--- config.mk ---
export PLATFORM = sky130hd
export DESIGN_NAME = flash_lock_ctrl
export DESIGN_NICKNAME = d
export VERILOG_FILES = /design/src/rtl/flash_lock_pkg.sv /design/src/rtl/lock_store.sv /design/src/rtl/lock_decode.sv /design/src/rtl/lock_err.sv /design/src/rtl/erase_pulse.sv /design/src/rtl/flash_lock_ctrl.sv
export SDC_FILE = /design/constraint.sdc
export NUM_CORES = 1
export LEC_CHECK = 0
export CORE_AREA = 2 2 39 41
export CTS_BUF_LIST = sky130_fd_sc_hd__clkbuf_8
export CTS_CLUSTER_SIZE = 40
export DETAILED_ROUTE_END_ITERATION = 8
export DIE_AREA = 0 0 41 43
export HOLD_SLACK_MARGIN = 0.12
export SYNTH_ARGS = -nofsm -noshare
export SYNTH_HDL_FRONTEND = slang
export SYNTH_HIERARCHICAL = 1
export SYNTH_SLANG_ARGS = --single-unit
--- constraint.sdc ---
create_clock -name clk_i -period 1.2 [get_ports clk_i]
set_clock_uncertainty 0.05 [all_clocks]
set_input_delay 0.36 -clock clk_i [delete_from_list [all_inputs] [get_ports clk_i]]
set_output_delay 0.36 -clock clk_i [all_outputs]
set_load 0.03 [all_outputs]
--- src/rtl/flash_lock_pkg.sv ---
package flash_lock_pkg;
  localparam int unsigned MODE_W = 2;
  typedef enum logic [MODE_W-1:0] {
    MODE_OPEN      = 2'd1,
    MODE_PROG_LOCK = 2'd2,
    MODE_FULL_LOCK = 2'd3
  } prot_mode_e;
endpackage

--- src/rtl/lock_store.sv ---
module lock_store (
  input  logic clk_i,
  input  logic pwr_ni,
  input  logic set1_i,
  input  logic set2_i,
  input  logic erase_i,
  output logic lb1_o,
  output logic lb2_o
);
  logic lb1_q, lb2_q;

  // one-way bits; only erase clears, erase wins over set
  always_ff @(posedge clk_i or negedge pwr_ni) begin
    if (!pwr_ni) begin
      lb1_q <= 1'b0;
      lb2_q <= 1'b0;
    end else if (erase_i) begin
      lb1_q <= 1'b0;
      lb2_q <= 1'b0;
    end else begin
      lb1_q <= lb1_q | set1_i;
      lb2_q <= lb2_q | set2_i;
    end
  end

  assign lb1_o = lb1_q;
  assign lb2_o = lb2_q;


  lb1_one_way_chk: assert property (@(posedge clk_i) disable iff (!pwr_ni)
    $fell(lb1_q) |-> $past(erase_i));

  lb2_one_way_chk: assert property (@(posedge clk_i) disable iff (!pwr_ni)
    $fell(lb2_q) |-> $past(erase_i));

  erase_clears_chk: assert property (@(posedge clk_i) disable iff (!pwr_ni)
    erase_i |=> (!lb1_q && !lb2_q));
endmodule

--- src/rtl/lock_decode.sv ---
module lock_decode
  import flash_lock_pkg::*;
(
  input  logic       lb1_i,
  input  logic       lb2_i,
  input  logic       prog_req_i,
  input  logic       verify_req_i,
  output prot_mode_e mode_o,
  output logic       prog_en_o,
  output logic       verify_en_o,
  output logic       refused_o
);
  always_comb begin
    unique case ({lb1_i, lb2_i})
      2'b00:   mode_o = MODE_OPEN;
      2'b10:   mode_o = MODE_PROG_LOCK;
      default: mode_o = MODE_FULL_LOCK; // partial lb2-only folds to strictest
    endcase
  end

  assign prog_en_o   = prog_req_i && (mode_o == MODE_OPEN);
  assign verify_en_o = verify_req_i && (mode_o != MODE_FULL_LOCK);
  assign refused_o   = (prog_req_i && !prog_en_o) || (verify_req_i && !verify_en_o);


  always_comb mode_nonzero_chk: assert (mode_o != 2'd0);
endmodule

--- src/rtl/lock_err.sv ---
module lock_err (
  input  logic clk_i,
  input  logic rst_ni,
  input  logic set_i,
  input  logic clr_i,
  output logic err_o
);
  logic err_q;

  always_ff @(posedge clk_i or negedge rst_ni) begin
    if (!rst_ni)     err_q <= 1'b0;
    else if (set_i)  err_q <= 1'b1;
    else if (clr_i)  err_q <= 1'b0;
  end

  assign err_o = err_q;


  err_set_chk: assert property (@(posedge clk_i) disable iff (!rst_ni)
    set_i |=> err_q);

  err_sticky_chk: assert property (@(posedge clk_i) disable iff (!rst_ni)
    (err_q && !clr_i) |=> err_q);
endmodule

--- src/rtl/erase_pulse.sv ---
module erase_pulse (
  input  logic clk_i,
  input  logic rst_ni,
  input  logic erase_i,
  output logic pulse_o
);
  logic prev_q, pulse_q;

  always_ff @(posedge clk_i or negedge rst_ni) begin
    if (!rst_ni) begin
      prev_q  <= 1'b0;
      pulse_q <= 1'b0;
    end else begin
      prev_q  <= erase_i;
      pulse_q <= erase_i && !prev_q;
    end
  end

  assign pulse_o = pulse_q;


  pulse_single_chk: assert property (@(posedge clk_i) disable iff (!rst_ni)
    pulse_q |=> !pulse_q);
endmodule

--- src/rtl/flash_lock_ctrl.sv ---
module flash_lock_ctrl
  import flash_lock_pkg::*;
(
  input  logic              clk_i,
  input  logic              rst_ni,
  input  logic              pwr_ni,
  input  logic              lock1_prog_i,
  input  logic              lock2_prog_i,
  input  logic              chip_erase_i,
  input  logic              prog_req_i,
  input  logic              verify_req_i,
  input  logic              err_clr_i,
  output logic              prog_en_o,
  output logic              verify_en_o,
  output logic [MODE_W-1:0] mode_o,
  output logic              err_o,
  output logic              array_erased_o
);
  logic       lb1, lb2, refused;
  prot_mode_e mode;

  lock_store u_store (
    .clk_i   (clk_i),
    .pwr_ni  (pwr_ni),
    .set1_i  (lock1_prog_i),
    .set2_i  (lock2_prog_i),
    .erase_i (chip_erase_i),
    .lb1_o   (lb1),
    .lb2_o   (lb2)
  );

  lock_decode u_decode (
    .lb1_i        (lb1),
    .lb2_i        (lb2),
    .prog_req_i   (prog_req_i),
    .verify_req_i (verify_req_i),
    .mode_o       (mode),
    .prog_en_o    (prog_en_o),
    .verify_en_o  (verify_en_o),
    .refused_o    (refused)
  );

  lock_err u_err (
    .clk_i  (clk_i),
    .rst_ni (rst_ni),
    .set_i  (refused),
    .clr_i  (err_clr_i),
    .err_o  (err_o)
  );

  erase_pulse u_pulse (
    .clk_i   (clk_i),
    .rst_ni  (rst_ni),
    .erase_i (chip_erase_i),
    .pulse_o (array_erased_o)
  );

  assign mode_o = mode;


  prog_gate_chk: assert property (@(posedge clk_i) disable iff (!pwr_ni)
    prog_en_o |-> (mode_o == MODE_OPEN));

  verify_gate_chk: assert property (@(posedge clk_i) disable iff (!pwr_ni)
    verify_en_o |-> (mode_o != MODE_FULL_LOCK));

  rst_keeps_mode_chk: assert property (@(posedge clk_i) disable iff (!pwr_ni)
    (!rst_ni && !chip_erase_i && !lock1_prog_i && !lock2_prog_i) |=> $stable(mode_o));
endmodule

* After elaboration in Yosys (flattened, before gate mapping)
Index checks and enable logic that the tools add are counted.
** Cells by class
- Magnitude comparators :: 0
- Shift-type cells :: 0
- $mul :: 0
- Divide/modulo/power cells :: 0
- Reduce and logical (&&, ||, !) cells :: 11
- Add/sub/neg operators :: 0
- Bitwise logic cells :: 2
- Multiplexer cells :: 5
- Eq/ne operators :: 3
** Operator list (number)
- 1-bit logical AND :: 5
- 1-bit 2-to-1 mux :: 4
- 2-bit case mux with 2 select lines :: 1
- 1-bit logical NOT :: 3
- 2-bit by 1-bit == test with 1-bit output, second input constant :: 1
- 2-bit == test, second input constant :: 1
- 2-bit logical NOT :: 1
- 2-bit != test, second input constant :: 1
- 1-bit OR :: 2
- 2-bit nonzero test :: 1
- 1-bit logical OR :: 1
** Word-level totals
- Input bits :: 9
- Bits in read-only memories :: 0
- Memories :: 0
- Logic and storage cells :: 26
- Memory bits (writable) :: 0
- Register bits after elaboration :: 5
- Bits in latches :: 0

* Depth between registers and ports, before layout
- Depth in word-level cells :: 8
- Gate-level depth with buffers :: 3

* Modules after synthesis
Netlist, hierarchy kept.
** By module, submodules not included
- lock_store :: area each 70.1 sq um, sequential area each 50.0 sq um, cells an instance 4, instances 1
- erase_pulse :: area each 63.8 sq um, sequential area each 50.0 sq um, cells an instance 3, instances 1
- lock_decode :: area each 46.3 sq um, sequential area each 0.0 sq um, cells an instance 8, instances 1
- lock_err :: area each 36.3 sq um, sequential area each 25.0 sq um, cells an instance 3, instances 1

* Worst setup path after synthesis
OpenSTA, ideal clock, no wires.
- Kind :: flip-flop to output port
- Start :: register u_store.lb2_q (netlist: u_store/lb2_o)
- End :: output prog_en_o
- Data required time :: 0.790 ns
- Cell stages (with the launch flop) :: 3
- Path buffers :: 0
- Arrival :: 0.971 ns
- Path slack :: -0.181 ns
- Cells stage by stage :: dfrtp_1 -> or2_4 -> nor2_2
** Between the ends
- Longest elaborated chain between the ends :: 4
** RTL lines
- from (decl) :: RTL line lock_store.sv:10 : logic lb1_q, lb2_q;
- from (signal assigned) :: RTL line lock_store.sv:22 : lb2_q <= lb2_q | set2_i;
- 2-bit == test / 2-bit logical NOT (equally long branches) :: RTL line lock_decode.sv:14 : unique case ({lb1_i, lb2_i})
- 2-bit case mux with 2 select lines (*) :: RTL line lock_decode.sv:14
- via mode_o[1] :: RTL line flash_lock_ctrl.sv:15 : output logic [MODE_W-1:0] mode_o,
- 2-bit by 1-bit == test with 1-bit output (*) :: RTL line lock_decode.sv:21 : assign prog_en_o = prog_req_i && (mode_o == MODE_OPEN);
- 1-bit logical AND (*) :: RTL line lock_decode.sv:21
- to (decl) :: RTL line flash_lock_ctrl.sv:13 : output logic prog_en_o,
The timed path passes the listed nets; every way through them passes the cells marked *.

* Worst setup path after layout
- Start :: register u_store.lb1_q (netlist: u_store/lb1_o)
- End :: output prog_en_o
** Between the ends
- Longest elaborated chain between the ends :: 4
** RTL lines
- from (decl) :: RTL line lock_store.sv:10
- from (signal assigned) :: RTL line lock_store.sv:21 : lb1_q <= lb1_q | set1_i;
- 2-bit == test / 2-bit logical NOT (equally long branches) :: RTL line lock_decode.sv:14
- 2-bit case mux with 2 select lines (*) :: RTL line lock_decode.sv:14
- 2-bit by 1-bit == test with 1-bit output (*) :: RTL line lock_decode.sv:21
- 1-bit logical AND (*) :: RTL line lock_decode.sv:21
Mark *: on every way between the ends. The rest lies on a longest branch, timed or not.

==> impl_metrics.json <==
{
  "status": "complete, but fails checks",
  "violations": "setup timing",
  "antenna_found_initial": 0,
  "combPwrFrac": 0.241,
  "cap_violations": 0,
  "synth_compound_area_frac": 0.150,
  "diodes": 0,
  "synth_area_leaders": "dfrtp_1 (58%), o21ba_1 (9.2%), nor2b_4 (6.4%)",
  "critPathKind": "flop to output port",
  "grt_pass1_vias": 198,
  "gp_congestion": 0.586,
  "syn-cell-area_um2": 216,
  "critPathCapture": "prog_en_o",
  "layout.nets": 51,
  "cts_tree": "built",
  "synth_top_area_share": 0.578,
  "yosysTopAreaCell": "dfrtp_1",
  "grt_pass1_wl_um": 710,
  "hold_violations": 0,
  "avgSynthCellArea_um2": 12.0,
  "ff2ff_path_depth": 5,
  "synth_seq_cells": 5,
  "first_pass_iters": 4,
  "rr_endpoint": "u_err/err_o",
  "worstSetupStartpointType": "flop",
  "power_frac_seq": 0.297,
  "fp-row-count": 14,
  "ir_drop_mv": 0.608,
  "core_area_um2": 1380,
  "p_int_w": 0.000485,
  "grt_start_max_net_pins": 5,
  "synth_top_family_by_area": "simple AND/OR/NAND/NOR gates",
  "clk_latency_ns": 0.21,
  "ctsRootBufferMaster": "clkbuf_8",
  "drcViolationCount": 0,
  "slew_headroom": 0.902,
  "area_growth_pct": 121,
  "wire_per_inst_um": 8.42,
  "p_switching_w": 0.000149,
  "drt-total-wl_um": 480,
  "synth_nets": 27,
  "syn_inst": 18,
  "finalCriticalPeriod_ns": 1.56,
  "start_util": 0.156,
  "setup_violations": 4,
  "setup_tns_ns": -1.01,
  "cts.clk_slew.worst_paths_ns": 0.03,
  "dp_slack_ns": -0.397,
  "ys_seq_area_frac": 0.578,
  "ys_types": 11,
  "synthMuxAreaShare": 0,
  "synthAdderAreaFrac": 0,
  "r2r_start": "u_store/lb2_o",
  "ios": 15,
  "vias_per_cell": 3.63,
  "crit_path_start": "u_store/lb1_o",
  "cts.sinks": 5,
  "critPathCaptureType": "output port",
  "yosys.area_share.simple": 0.237,
  "drive_gt1_frac": 0.512,
  "cts_buffers": 3,
  "period_share": 1.30,
  "worst_slew_pin_slew_ns": 0.147,
  "ant_nets": 0,
  "arrival_ns": 1.15,
  "power_density_nw_per_um2": 1330,
  "power.share.clock": 0.462,
  "drv_slew": 0,
  "finalInstanceArea_um2": 478,
  "rsz0062_at_grt": "yes",
  "place_area_um2": 399,
  "io_buffers": 14,
  "switching_share": 0.235,
  "chipWidth_um": 41,
  "cts-htree-levels": 1,
  "dieArea_um2": 1760,
  "clk_path_buf_depth": 2,
  "grtUsageTotal": 0.0616,
  "die_y_um": 43,
  "hold_slack_ns": 0.260,
  "critPathMaxFanout": 2,
  "p_leak_nw": 0.244,
  "vias": 207,
  "drtIter0Drc": 3,
  "ys_warn_count": 6,
  "synthXorXnorAreaFrac": 0,
  "grt-ovfl-total": 0,
  "fin_ws_ns": -0.356,
  "worstPathRequired_ns": 0.79,
  "rrSetupSlack_ns": 0.13,
  "hp-class": "input pin to asynchronous set/reset pin",
  "fmax_mhz": 643
}
state kept, by name, indices dropped and copies added (netlist names):
signal and flops:
u_pulse/prev_q 1, u_pulse/pulse_o 1, u_store/lb1_o 1, u_store/lb2_o 1, u_err/err_o 1
cell families after synthesis:
kind of cell | Yosys count
simple gates | 7
compound gates | 4
flops | 5
buf+inv | 2
layout make-up:
cell class | count | area, µm²
fillers | 144 | 906
repair buffers | 19 | 178
flip-flops and latches | 5 | 125
multi-input cells | 11 | 103
clock buffers | 3 | 41.3
well taps | 16 | 20.0
inverters | 2 | 7.51
clock inverters | 1 | 3.75
what timing repair did:
item / in CTS / in global routing
hold buffers: 0 / 0
setup endpoints to repair: 4 / 5
pin swaps: 0 / 1
gates resized for setup: 9 / 5
setup buffers: 0 / 1
cells in the mapped netlist:
| library cell | instances |
|---|---|
| dfrtp_1 | 5 |
| inv_1 | 2 |
| nor2_1 | 2 |
| o21ba_1 | 2 |
| a21o_1 | 1 |
| a21oi_1 | 1 |
| and2b_2 | 1 |
| nand2b_1 | 1 |
| nor2_2 | 1 |
| nor2b_4 | 1 |
| or2_4 | 1 |
worst min-delay path by stage:
stage	to	slack (ns)	depth (start not counted)
2_1_floorplan	u_err/err_o	0.01	0
3_3_place_gp	u_pulse/pulse_o	0.38	1
3_5_place_dp	u_pulse/pulse_o	0.39	1
4_1_cts	u_store/lb2_o	0.26	1
5_1_grt	u_store/lb2_o	0.26	1
6_report	u_store/lb2_o	0.26	1
per-layer routing:
layer	part of all wire	vias up	track usage
li1	-	101	-
met1	0.35	95	0.0621
met2	0.54	11	0.0938
met3	0.11	0	0.0314
met4	0	0	0.0400
met5	0	-	0
power groups by stage:
stage / logic [W] / registers [W] / clock network (W)
2_1_floorplan: 0.0000510 / 0.000204 / 0
3_3_place_gp: 0.000138 / 0.000190 / 0
3_5_place_dp: 0.000138 / 0.000190 / 0
4_1_cts: 0.000149 / 0.000189 / 0.000300
5_1_grt: 0.000164 / 0.000191 / 0.000313
6_report: 0.000153 / 0.000189 / 0.000293
worst max-delay path, cell delays in order, from the launching register on:
cell and delay [ns]:
dfrtp_1 0.37, or2_4 0.25, buf_6 0.12, nor2_4 0.07, buf_6 0.13
stage by stage:
step	std cells	util	total power, W
floorplan	18	-	0.000255
global placement	52	0.288	0.000328
detailed placement	52	0.288	0.000329
CTS	56	0.337	0.000638
global route	57	0.345	0.000667
finish	57	0.345	0.000634
placed cells by master, fill, tap and decap left out, drive strengths merged:
master | synthesis | routed
inv | 2 | 3
a21oi | 1 | 1
o21ba | 2 | 2
dfrtp | 5 | 5
nor2 | 3 | 3
and2b | 1 | 1
buf | 0 | 11
a21o | 1 | 1
clkbuf | 0 | 3
or2 | 1 | 1
nand2b | 1 | 1
clkdlybuf4s50 | 0 | 7
dlygate4sd2 | 0 | 1
nor2b | 1 | 1
(Power assumes the default switching activity.)
